[src/rtl/rtcHaltPkg.sv]
package rtcHaltPkg;
  localparam int NUM_TIME = 7;

  typedef logic [NUM_TIME-1:0][7:0] timeBank_t;

  typedef struct packed {
    logic       haltVis;
    logic       tickEn;
    logic       commit;
    logic       wrTime;
    logic [2:0] wrIdx;
  } rtcStrb_t;

  function automatic logic [7:0] fieldMask(int unsigned idx);
    case (idx)
      0, 1:    return 8'h7F;
      2, 4:    return 8'h3F;
      3:       return 8'h07;
      5:       return 8'h1F;
      default: return 8'hFF;
    endcase
  endfunction

  function automatic logic [7:0] bcdInc(logic [7:0] v);
    if (v[3:0] == 4'd9) return {v[7:4] + 4'd1, 4'd0};
    return {v[7:4], v[3:0] + 4'd1};
  endfunction

  function automatic logic leapYear(logic [7:0] y);
    if (y[4]) return (y[3:0] == 4'd2) || (y[3:0] == 4'd6);
    return (y[3:0] == 4'd0) || (y[3:0] == 4'd4) || (y[3:0] == 4'd8);
  endfunction

  function automatic logic [7:0] monthLen(logic [7:0] mon, logic [7:0] yr);
    case (mon)
      8'h02:                      return leapYear(yr) ? 8'h29 : 8'h28;
      8'h04, 8'h06, 8'h09, 8'h11: return 8'h30;
      default:                    return 8'h31;
    endcase
  endfunction
endpackage

[src/rtl/rtcCtrl.sv]
module rtcCtrl
  import rtcHaltPkg::*;
#(
  parameter int ADDR_W = 13
) (
  input  logic              clk,
  input  logic              rstN,
  input  logic              secTick,
  input  logic [ADDR_W-1:0] addr,
  input  logic [1:0]        modeIn,
  input  logic              wrEn,
  output rtcStrb_t          strb,
  output logic [1:0]        modeBits
);
  localparam int SUB_W = ADDR_W - 3;

  logic readBit, writeBit;
  logic inTop, ctrlWr;

  assign inTop  = (addr[ADDR_W-1:3] == {SUB_W{1'b1}});
  assign ctrlWr = wrEn && inTop && (addr[2:0] == 3'd0);

  always_ff @(posedge clk) begin
    if (!rstN) begin
      readBit  <= 1'b0;
      writeBit <= 1'b0;
    end else if (ctrlWr) begin
      writeBit <= modeIn[1];
      readBit  <= modeIn[0];
    end
  end

  always_comb begin
    strb.haltVis = readBit | writeBit;
    strb.tickEn  = secTick & ~writeBit;
    strb.commit  = ctrlWr & writeBit & ~modeIn[1];
    strb.wrTime  = wrEn & writeBit & inTop & (addr[2:0] != 3'd0);
    strb.wrIdx   = addr[2:0] - 3'd1;
  end

  assign modeBits = {writeBit, readBit};

  // a transfer always leaves the load bit clear
  p_commit_clears_r8: assert property (@(posedge clk) disable iff (!rstN)
    strb.commit |=> !writeBit);
  // time writes never land while the load bit was clear
  p_no_write_unloaded_r7: assert property (@(posedge clk) disable iff (!rstN)
    (wrEn && !writeBit) |-> !strb.wrTime);
endmodule

[src/rtl/rtcData.sv]
module rtcData
  import rtcHaltPkg::*;
(
  input  logic       clk,
  input  logic       rstN,
  input  rtcStrb_t   strb,
  input  logic [7:0] wrData,
  output timeBank_t  vis
);
  timeBank_t cnt, cntNext, rstVal;
  logic secWrap, minWrap, hourWrap, dateWrap, monWrap;

  assign rstVal = {8'h00, 8'h01, 8'h01, 8'h01, 8'h00, 8'h00, 8'h00};

  always_comb begin
    secWrap  = (cnt[0] == 8'h59);
    minWrap  = secWrap && (cnt[1] == 8'h59);
    hourWrap = minWrap && (cnt[2] == 8'h23);
    dateWrap = hourWrap && (cnt[4] == monthLen(cnt[5], cnt[6]));
    monWrap  = dateWrap && (cnt[5] == 8'h12);
    cntNext  = cnt;
    cntNext[0] = secWrap ? 8'h00 : bcdInc(cnt[0]);
    if (secWrap) cntNext[1] = (cnt[1] == 8'h59) ? 8'h00 : bcdInc(cnt[1]);
    if (minWrap) cntNext[2] = (cnt[2] == 8'h23) ? 8'h00 : bcdInc(cnt[2]);
    if (hourWrap) begin
      cntNext[3] = (cnt[3] == 8'h07) ? 8'h01 : cnt[3] + 8'h01;
      cntNext[4] = dateWrap ? 8'h01 : bcdInc(cnt[4]);
    end
    if (dateWrap) cntNext[5] = monWrap ? 8'h01 : bcdInc(cnt[5]);
    if (monWrap)  cntNext[6] = (cnt[6] == 8'h99) ? 8'h00 : bcdInc(cnt[6]);
  end

  always_ff @(posedge clk) begin
    if (!rstN)            cnt <= rstVal;
    else if (strb.commit) cnt <= vis;
    else if (strb.tickEn) cnt <= cntNext;
  end

  for (genvar g = 0; g < NUM_TIME; g++) begin : gLane
    always_ff @(posedge clk) begin
      if (!rstN)
        vis[g] <= rstVal[g];
      else if (strb.wrTime && strb.wrIdx == 3'(g))
        vis[g] <= wrData & fieldMask(g);
      else if (!strb.haltVis)
        vis[g] <= cnt[g];
    end
  end

  // the visible bank follows the counters by one cycle
  p_follow_r3: assert property (@(posedge clk) disable iff (!rstN)
    (!strb.haltVis && !strb.wrTime) |=> vis == $past(cnt));
  // the visible bank holds while halted
  p_freeze_r6: assert property (@(posedge clk) disable iff (!rstN)
    (strb.haltVis && !strb.wrTime) |=> $stable(vis));
  // a transfer loads every register at once
  p_commit_r8: assert property (@(posedge clk) disable iff (!rstN)
    strb.commit |=> cnt == $past(vis));
  // without a tick or transfer the counters stand still
  p_drop_tick_r7: assert property (@(posedge clk) disable iff (!rstN)
    (!strb.commit && !strb.tickEn) |=> $stable(cnt));
  // seconds wrap to zero
  p_sec_wrap_r4: assert property (@(posedge clk) disable iff (!rstN)
    (strb.tickEn && !strb.commit && cnt[0] == 8'h59) |=> cnt[0] == 8'h00);
endmodule

[src/rtl/rtcHaltXfer.sv]
module rtcHaltXfer
  import rtcHaltPkg::*;
#(
  parameter int ADDR_W = 13
) (
  input  logic              clk,
  input  logic              rstN,
  input  logic              secTick,
  input  logic [ADDR_W-1:0] addr,
  input  logic [7:0]        wrData,
  input  logic              wrEn,
  output logic [7:0]        rdData
);
  localparam int SUB_W = ADDR_W - 3;

  rtcStrb_t   strb;
  logic [1:0] modeBits;
  timeBank_t  vis;
  logic       inTop;

  rtcCtrl #(.ADDR_W(ADDR_W)) u_ctrl (
    .clk(clk), .rstN(rstN), .secTick(secTick), .addr(addr),
    .modeIn(wrData[7:6]), .wrEn(wrEn), .strb(strb), .modeBits(modeBits)
  );

  rtcData u_data (
    .clk(clk), .rstN(rstN), .strb(strb), .wrData(wrData), .vis(vis)
  );

  assign inTop = (addr[ADDR_W-1:3] == {SUB_W{1'b1}});

  always_comb begin
    rdData = 8'h00;
    if (inTop) begin
      if (addr[2:0] == 3'd0) rdData = {modeBits, 6'b0};
      else                   rdData = vis[addr[2:0] - 3'd1];
    end
  end

  // mode register low bits never read as 1
  p_mode_low_zero_r9: assert property (@(posedge clk) disable iff (!rstN)
    (inTop && addr[2:0] == 3'd0) |-> rdData[5:0] == 6'd0);
  // addresses outside the bank read zero
  p_outside_zero_r2: assert property (@(posedge clk) disable iff (!rstN)
    !inTop |-> rdData == 8'h00);
endmodule

[config.mk]
export PLATFORM = sky130hd
export DESIGN_NAME = rtcHaltXfer
export DESIGN_NICKNAME = d
export VERILOG_FILES = /design/src/rtl/rtcHaltPkg.sv /design/src/rtl/rtcCtrl.sv /design/src/rtl/rtcData.sv /design/src/rtl/rtcHaltXfer.sv
export SDC_FILE = /design/constraint.sdc
export NUM_CORES = 1
export LEC_CHECK = 0
export BUFFER_PORTS_ARGS = -buffer_cell sky130_fd_sc_hd__buf_2
export CORE_MARGIN = 2
export CORE_UTILIZATION = 55
export DETAILED_ROUTE_END_ITERATION = 12
export PLACE_DENSITY = 0.75
export SLEW_MARGIN = 10
export SYNTH_ARGS = -nofsm -noshare
export SYNTH_HDL_FRONTEND = slang
export SYNTH_SLANG_ARGS = --single-unit
[constraint.sdc]
create_clock -name clk -period 4 [get_ports clk]
set_clock_uncertainty 0.2 [all_clocks]
set_input_delay 0.6 -clock clk [delete_from_list [all_inputs] [get_ports clk]]
set_output_delay 0.6 -clock clk [all_outputs]
set_load 0.02 [all_outputs]
==> flow_metrics.tcl, run 1 <==
set metrics [dict create \
    status "finished, final reports clean" \
    crit_chain "buf_2 > inv_1 > ha_1 > ha_1 > buf_4 > mux4_2 > a21oi_1 > nor2_1 > buf_2" \
    syn2layout_area_growth_pct 11.6 \
    syn_area_um2 6710 \
    whs_endpoint "u_data.vis[14]" \
    grt_remaining_overflow 0 \
    ctsHoldBuffers 0 \
    core_um2 12000 \
    cts_setup_buffers 0 \
    register_area_um2 2280 \
    crit_slowest_cell "ha_1" \
    arrival_ns 2.61 \
    synth_top_area_share 0.340 \
    slew_headroom 0.347 \
    boundaryPins 33 \
    hp-class "flip-flop to flip-flop" \
    h-tree-depth 4 \
    cp-end-kind "output port" \
    rsz0062_at_grt "false" \
    dpl_cell_area_um2 6950 \
    place_hpwl_mm 15.2 \
    die_x_um 114 \
    numCtsBuffers 17 \
    reg2reg_from "u_data.cnt[8]" \
    final_area_um2 7490 \
    yosys.area.top_type "dfxtp_1" \
    nFillCells 1026 \
    ys.flop_type "dfxtp_1" \
    report.final.slew_viol_count 0 \
    crit-reg2reg-capture "u_data.cnt[53]" \
    p_leak_nw 2.73 \
    worst_pin_slew_ns 0.980 \
    finalSetupTns_ns 0 \
    post_cts_resized 0 \
    hold_path_startpoint "u_data.vis[14]" \
    yosys.cell_types.count 60 \
    fmax_ghz 0.293 \
    routed-via-count 7040 \
    first_global_vias 6453 \
    avgSynthCellArea_um2 7.65 \
    ant_nets 0 \
    antenna_found_initial 0 \
    yosysMostFrequentCell "nand2_1" \
    grt_pass1_wl_mm 34.3 \
    startpoint_type "input pin" \
    post-route-period-util 0.852 \
    ys_async_sr_fraction 0 \
    start_util 0.561 \
    dr.pass1.iters 6 \
    cts_tree "done" \
    synth_common_cells "nand2_1, dfxtp_1, nor2_1, a21oi_1, o21ai_0" \
    portBuffers 32 \
    post-route-min-period_ns 3.41 \
    track_usage 0.340 \
    antennaDiodeCount 0 \
    synth_edf_count 0 \
    finalHoldViolCount 0 \
    crit_path_max_incr_delay_ns 0.56 \
    worst_ir_drop_vdd_mv 0.250 \
    rrSetupSlack_ns 0.67 \
    avgRoutedWirePerCell_um 21.0 \
    holdPathStages 2 \
    clk_latency_ns 0.42 \
    drive_gt1_frac 0.105 \
    grt_max_degree 50 \
    worstPathRequired_ns 3.20 \
    totalWireLength_mm 21.9 \
    syn_inst 878 \
    multi_input_area_um2 4090 \
    p_per_area_nw_per_um2 357 \
    row_count 40 \
    synthTopCellsByArea "dfxtp_1, nand2_1, a21oi_1, ha_1, nor2_1" \
    yosysWarnings 0 \
    die-area_um2 13100 \
    rr_worst_depth 8 \
    cts.sinks 114 \
    viasPerCell 6.74 \
    max-clock-path-buffers 2 \
    finalSetupViolCount 0 \
    clk_pin_slew_ns 0.05 \
    ys_seq_elements 114 \
    syn_nets 930 \
    route.detailed.drc 0 \
    fp.dieH_um 114 \
    gp_congestion 1.00 \
    ys_seq_area_frac 0.340 \
    worstSetupPathType "input pin to output port" \
    drtIter0Drc 896 \
    drv_cap 0 \
    cp_max_fo 15 \
    cts-root-buf "clkbuf_16" \
    finish.net_count 937 \
]
registers in the layout, indices dropped and copies added (netlist names):
register / flops
u_ctrl.writeBit: 1
u_ctrl.readBit: 1
u_data.vis: 56
u_data.cnt: 56
critical path: cells and delay by family:
kind	cells	cell delay, ns
fa+ha+maj	2	0.78
compound gates	1	0.23
mux	1	0.31
buf+inv	4	0.63
simple gates	1	0.07
power breakdown:
group / internal, mW / switching [mW] / leakage, nW / total, mW
Sequential: 1.14 / 0.00550 / 0.919 / 1.15
Combinational: 0.0386 / 0.0791 / 1.55 / 0.118
Clock: 0.895 / 0.517 / 0.264 / 1.41
per-stage QoR:
step	setup slack, ns	hold slack [ns]	utilization	cells	total power, mW
floorplan	0.0621	0.243	-	878	1.23
global placement	0.651	0.260	0.581	1013	1.28
detailed placement	0.594	0.263	0.581	1013	1.28
CTS	0.599	0.269	0.626	1044	2.67
global route	0.472	0.288	0.626	1044	2.74
finish	0.590	0.273	0.626	1044	2.68
cell usage in the layout (no fill, tap or decap), types with 3 or more instances in the layout:
cell	n
nand2_1	115
nand3_1	45
and3_1	8
o211a_1	4
or4_1	4
xnor2_1	4
nor3_1	42
mux4_2	8
and2_1	6
and3b_1	4
o31ai_1	3
ha_1	27
or2_2	3
o21a_1	3
clkbuf_1	6
a31oi_1	11
mux2i_1	21
buf_2	32
clkbuf_16	17
a211oi_1	27
clkbuf_8	3
o211ai_1	12
clkinv_2	3
inv_1	22
nor2b_1	9
nand3b_1	4
nand2b_1	4
nor2_1	89
a311oi_1	8
o21ai_0	58
buf_4	17
a21oi_1	81
dfxtp_1	114
or3_1	5
nand4_1	11
a22oi_1	23
nor4_1	7
cell type report:
cell class,instances,share of cell area
Inverter,23,0.0115
Sequential cell,114,0.305
Tap cell,147,0.0245
Multi-Input combinational cell,679,0.546
Timing Repair Buffer,50,0.0411
Clock buffer,26,0.0653
Clock inverter,5,0.00701
logic make-up (layout without fill, tap and decap cells):
kind of cell / after synthesis / count (layout) / share of synthesized area
XOR/XNOR: 5 / 5 / 0.00652
multiplexers: 31 / 31 / 0.0615
buffers and inverters: 85 / 104 / 0.0518
adder cells (fa/ha/maj): 27 / 27 / 0.0503
flip-flops: 114 / 114 / 0.340
AND/OR/NAND/NOR: 364 / 364 / 0.254
AO/OA/AOI/OAI: 252 / 252 / 0.236
routing by layer:
metal,vias to the layer above,share of wire,GRT usage,routed length (um)
met2,444,0.45,0.528,9920
met3,90,0.10,0.0789,2290
met1,3283,0.40,0.441,8660
met5,-,0,0,0
met4,0,0.047,0.174,1020
li1,3223,-,-,-
worst max path at each step:
stage	from	endpoint	slack [ns]	cells after the start
floorplan	addr[0]	rdData[0]	0.06	11
global route	u_data.cnt[8]	u_data.cnt[54]	0.47	8
global placement	addr[0]	rdData[0]	0.65	9
CTS	addr[0]	rdData[1]	0.60	9
detailed placement	addr[0]	rdData[1]	0.59	9
finish	addr[0]	rdData[1]	0.59	9
Note: power is estimated with default switching activity, not from simulation.
==> run 2: changes to the inputs <==
--- a/config.mk
+++ b/config.mk
@@ -6,7 +6,6 @@
 export NUM_CORES = 1
 export LEC_CHECK = 0
 export BUFFER_PORTS_ARGS = -buffer_cell sky130_fd_sc_hd__buf_2
-export CORE_MARGIN = 2
 export CORE_UTILIZATION = 55
 export DETAILED_ROUTE_END_ITERATION = 12
 export PLACE_DENSITY = 0.75
==> run 2 against run 1 <==
  * Via count is 0.44% lower
  * Highest routed layer unchanged
  * Core utilization grew 2.4 points
  * Critical path type unchanged
  * Maximum frequency is 3.7% higher
  * Largest cell class unchanged
  * Critical path depth did not move
  * Cell count is 0.19% lower
  * Clock-buffer cell count decreased by 5
  * Worst hold slack better by 0.0075 ns
  * Clock power increased by 18%
==> flow_metrics.tcl, run 2 (synthesis gave the netlist of run 1 again) <==
set metrics [dict create \
    ant_nets 0 \
    startpoint_type "input pin" \
    post-route-min-period_ns 3.29 \
    dr.pass1.iters 5 \
    antenna_found_initial 0 \
    cts-root-buf "clkbuf_16" \
    critPathLaunch "addr[0]" \
    rrSetupSlack_ns 0.79 \
    post-route-period-util 0.822 \
    max-clock-path-buffers 2 \
    viasPerCell 6.73 \
    status "finished, final reports clean" \
    p_leak_nw 2.79 \
    fp.dieH_um 112 \
    drtIter0Drc 854 \
    avgRoutedWirePerCell_um 21.3 \
    cts_setup_buffers 0 \
    antennaDiodeCount 0 \
    stdcell_count 1042 \
    clk_pin_slew_ns 0.06 \
    route.detailed.drc 0 \
    worstSetupPathType "input pin to output port" \
    cp.depth 9 \
    dpl_cell_area_um2 6940 \
    crit_chain "buf_2 > inv_1 > ha_1 > ha_1 > buf_4 > mux4_2 > a21oi_1 > nor2_1 > buf_2" \
    cts.sinks 114 \
    nFillCells 976 \
    crit_slowest_cell "mux4_2" \
    row_count 39 \
    cp_max_fo 14 \
    grt_max_degree 48 \
    rr_worst_depth 9 \
    report.final.slew_viol_count 0 \
    hp-class "flip-flop to flip-flop" \
    largest_registers "u_data.cnt (56), u_data.vis (56)" \
    arrival_ns 2.49 \
    layout_commonest_cell "nand2_1" \
    die_x_um 112 \
    p_per_area_nw_per_um2 386 \
    core_um2 11700 \
    reg2reg_from "u_data.cnt[45]" \
    slew_headroom 0.279 \
    start_util 0.576 \
    boundaryPins 33 \
    final_area_um2 7580 \
    drive_gt1_frac 0.111 \
    crit_family "buffers and inverters" \
    worst_pin_slew_ns 1.08 \
    track_usage 0.367 \
    portBuffers 32 \
    drv_cap 0 \
    utilization 0.650 \
    cp-end-kind "output port" \
    grt_pass1_wl_mm 35.5 \
    numCtsBuffers 17 \
    totalWireLength_mm 22.2 \
    cts_tree "done" \
    grt_remaining_overflow 0 \
    first_global_vias 6529 \
    h-tree-depth 4 \
    finalHoldViolCount 0 \
    finish.net_count 938 \
    hold_path_startpoint "u_data.vis[49]" \
    rsz0062_at_grt "false" \
    crit_path_max_incr_delay_ns 0.52 \
    finalSetupViolCount 0 \
    gp_congestion 0.915 \
    die-area_um2 12700 \
    worst_ir_drop_vdd_mv 0.267 \
    routed-via-count 7009 \
    worstPathRequired_ns 3.20 \
    holdPathStages 2 \
    finalSetupTns_ns 0 \
    ctsHoldBuffers 0 \
    post_cts_resized 0 \
    mostFrequentLayoutCells "nand2_1, dfxtp_1, nor2_1, a21oi_1, o21ai_0" \
    place_hpwl_mm 15.3 \
    fmax_ghz 0.304 \
    cp_num_buf_inv 4 \
    post-place-cells 1010 \
    syn2layout_area_growth_pct 13.0 \
    clk_latency_ns 0.42 \
]
run 2: cell count changes in the layout (fill, tap and decap cells not counted):
| cell | change |
|---|---|
| buf_4 | +2 |
| clkbuf_1 | -4 |
| clkinv_2 | +2 |
| clkbuf_8 | -1 |
| buf_12 | -1 |
| bufinv_16 | +4 |
run 2: layout make-up:
class	instances	area, um^2	share of cell area
multi-input cells	679	4090	0.539
flip-flops and latches	114	2280	0.301
clock buffers	21	460	0.0607
repair buffers	51	303	0.0399
clock inverters	11	183	0.0241
well taps	143	179	0.0236
inverters	23	86.3	0.0114
run 2: final timing paths:
path | to
max | rdData[4]
min | u_data.vis[49]
max reg2reg | u_data.cnt[49]
min reg2reg | u_data.vis[49]
run 2: where the power goes:
part           internal, mW  switching (mW)
Combinational        0.0391          0.0803
Clock                  1.13           0.535
Sequential             1.14         0.00518
run 2: routing by layer:
metal / share of wire / up-vias / track usage
met1: 0.41 / 3308 / 0.490
met2: 0.44 / 424 / 0.554
met5: 0 / - / 0
met4: 0.038 / 0 / 0.192
li1: - / 3210 / -
met3: 0.11 / 67 / 0.0832
run 2: worst register-to-register path, cell delays in order (launching register included):
cell and delay [ns]:
dfxtp_1 0.35, inv_1 0.13, ha_1 0.21, nand2_1 0.06, o32ai_1 0.26, a22o_1 0.21
nand4_1 0.36, a221o_1 0.64, or4_1 0.55, a31oi_1 0.17
run 2: per-stage QoR:
step | power (mW) | worst slack (ns) | hold slack [ns]
2_1_floorplan | 1.23 | 0.0621 | 0.243
3_3_place_gp | 1.28 | 0.750 | 0.267
3_5_place_dp | 1.29 | 0.728 | 0.274
4_1_cts | 2.94 | 0.726 | 0.282
5_1_grt | 3.01 | 0.606 | 0.301
6_report | 2.93 | 0.712 | 0.280
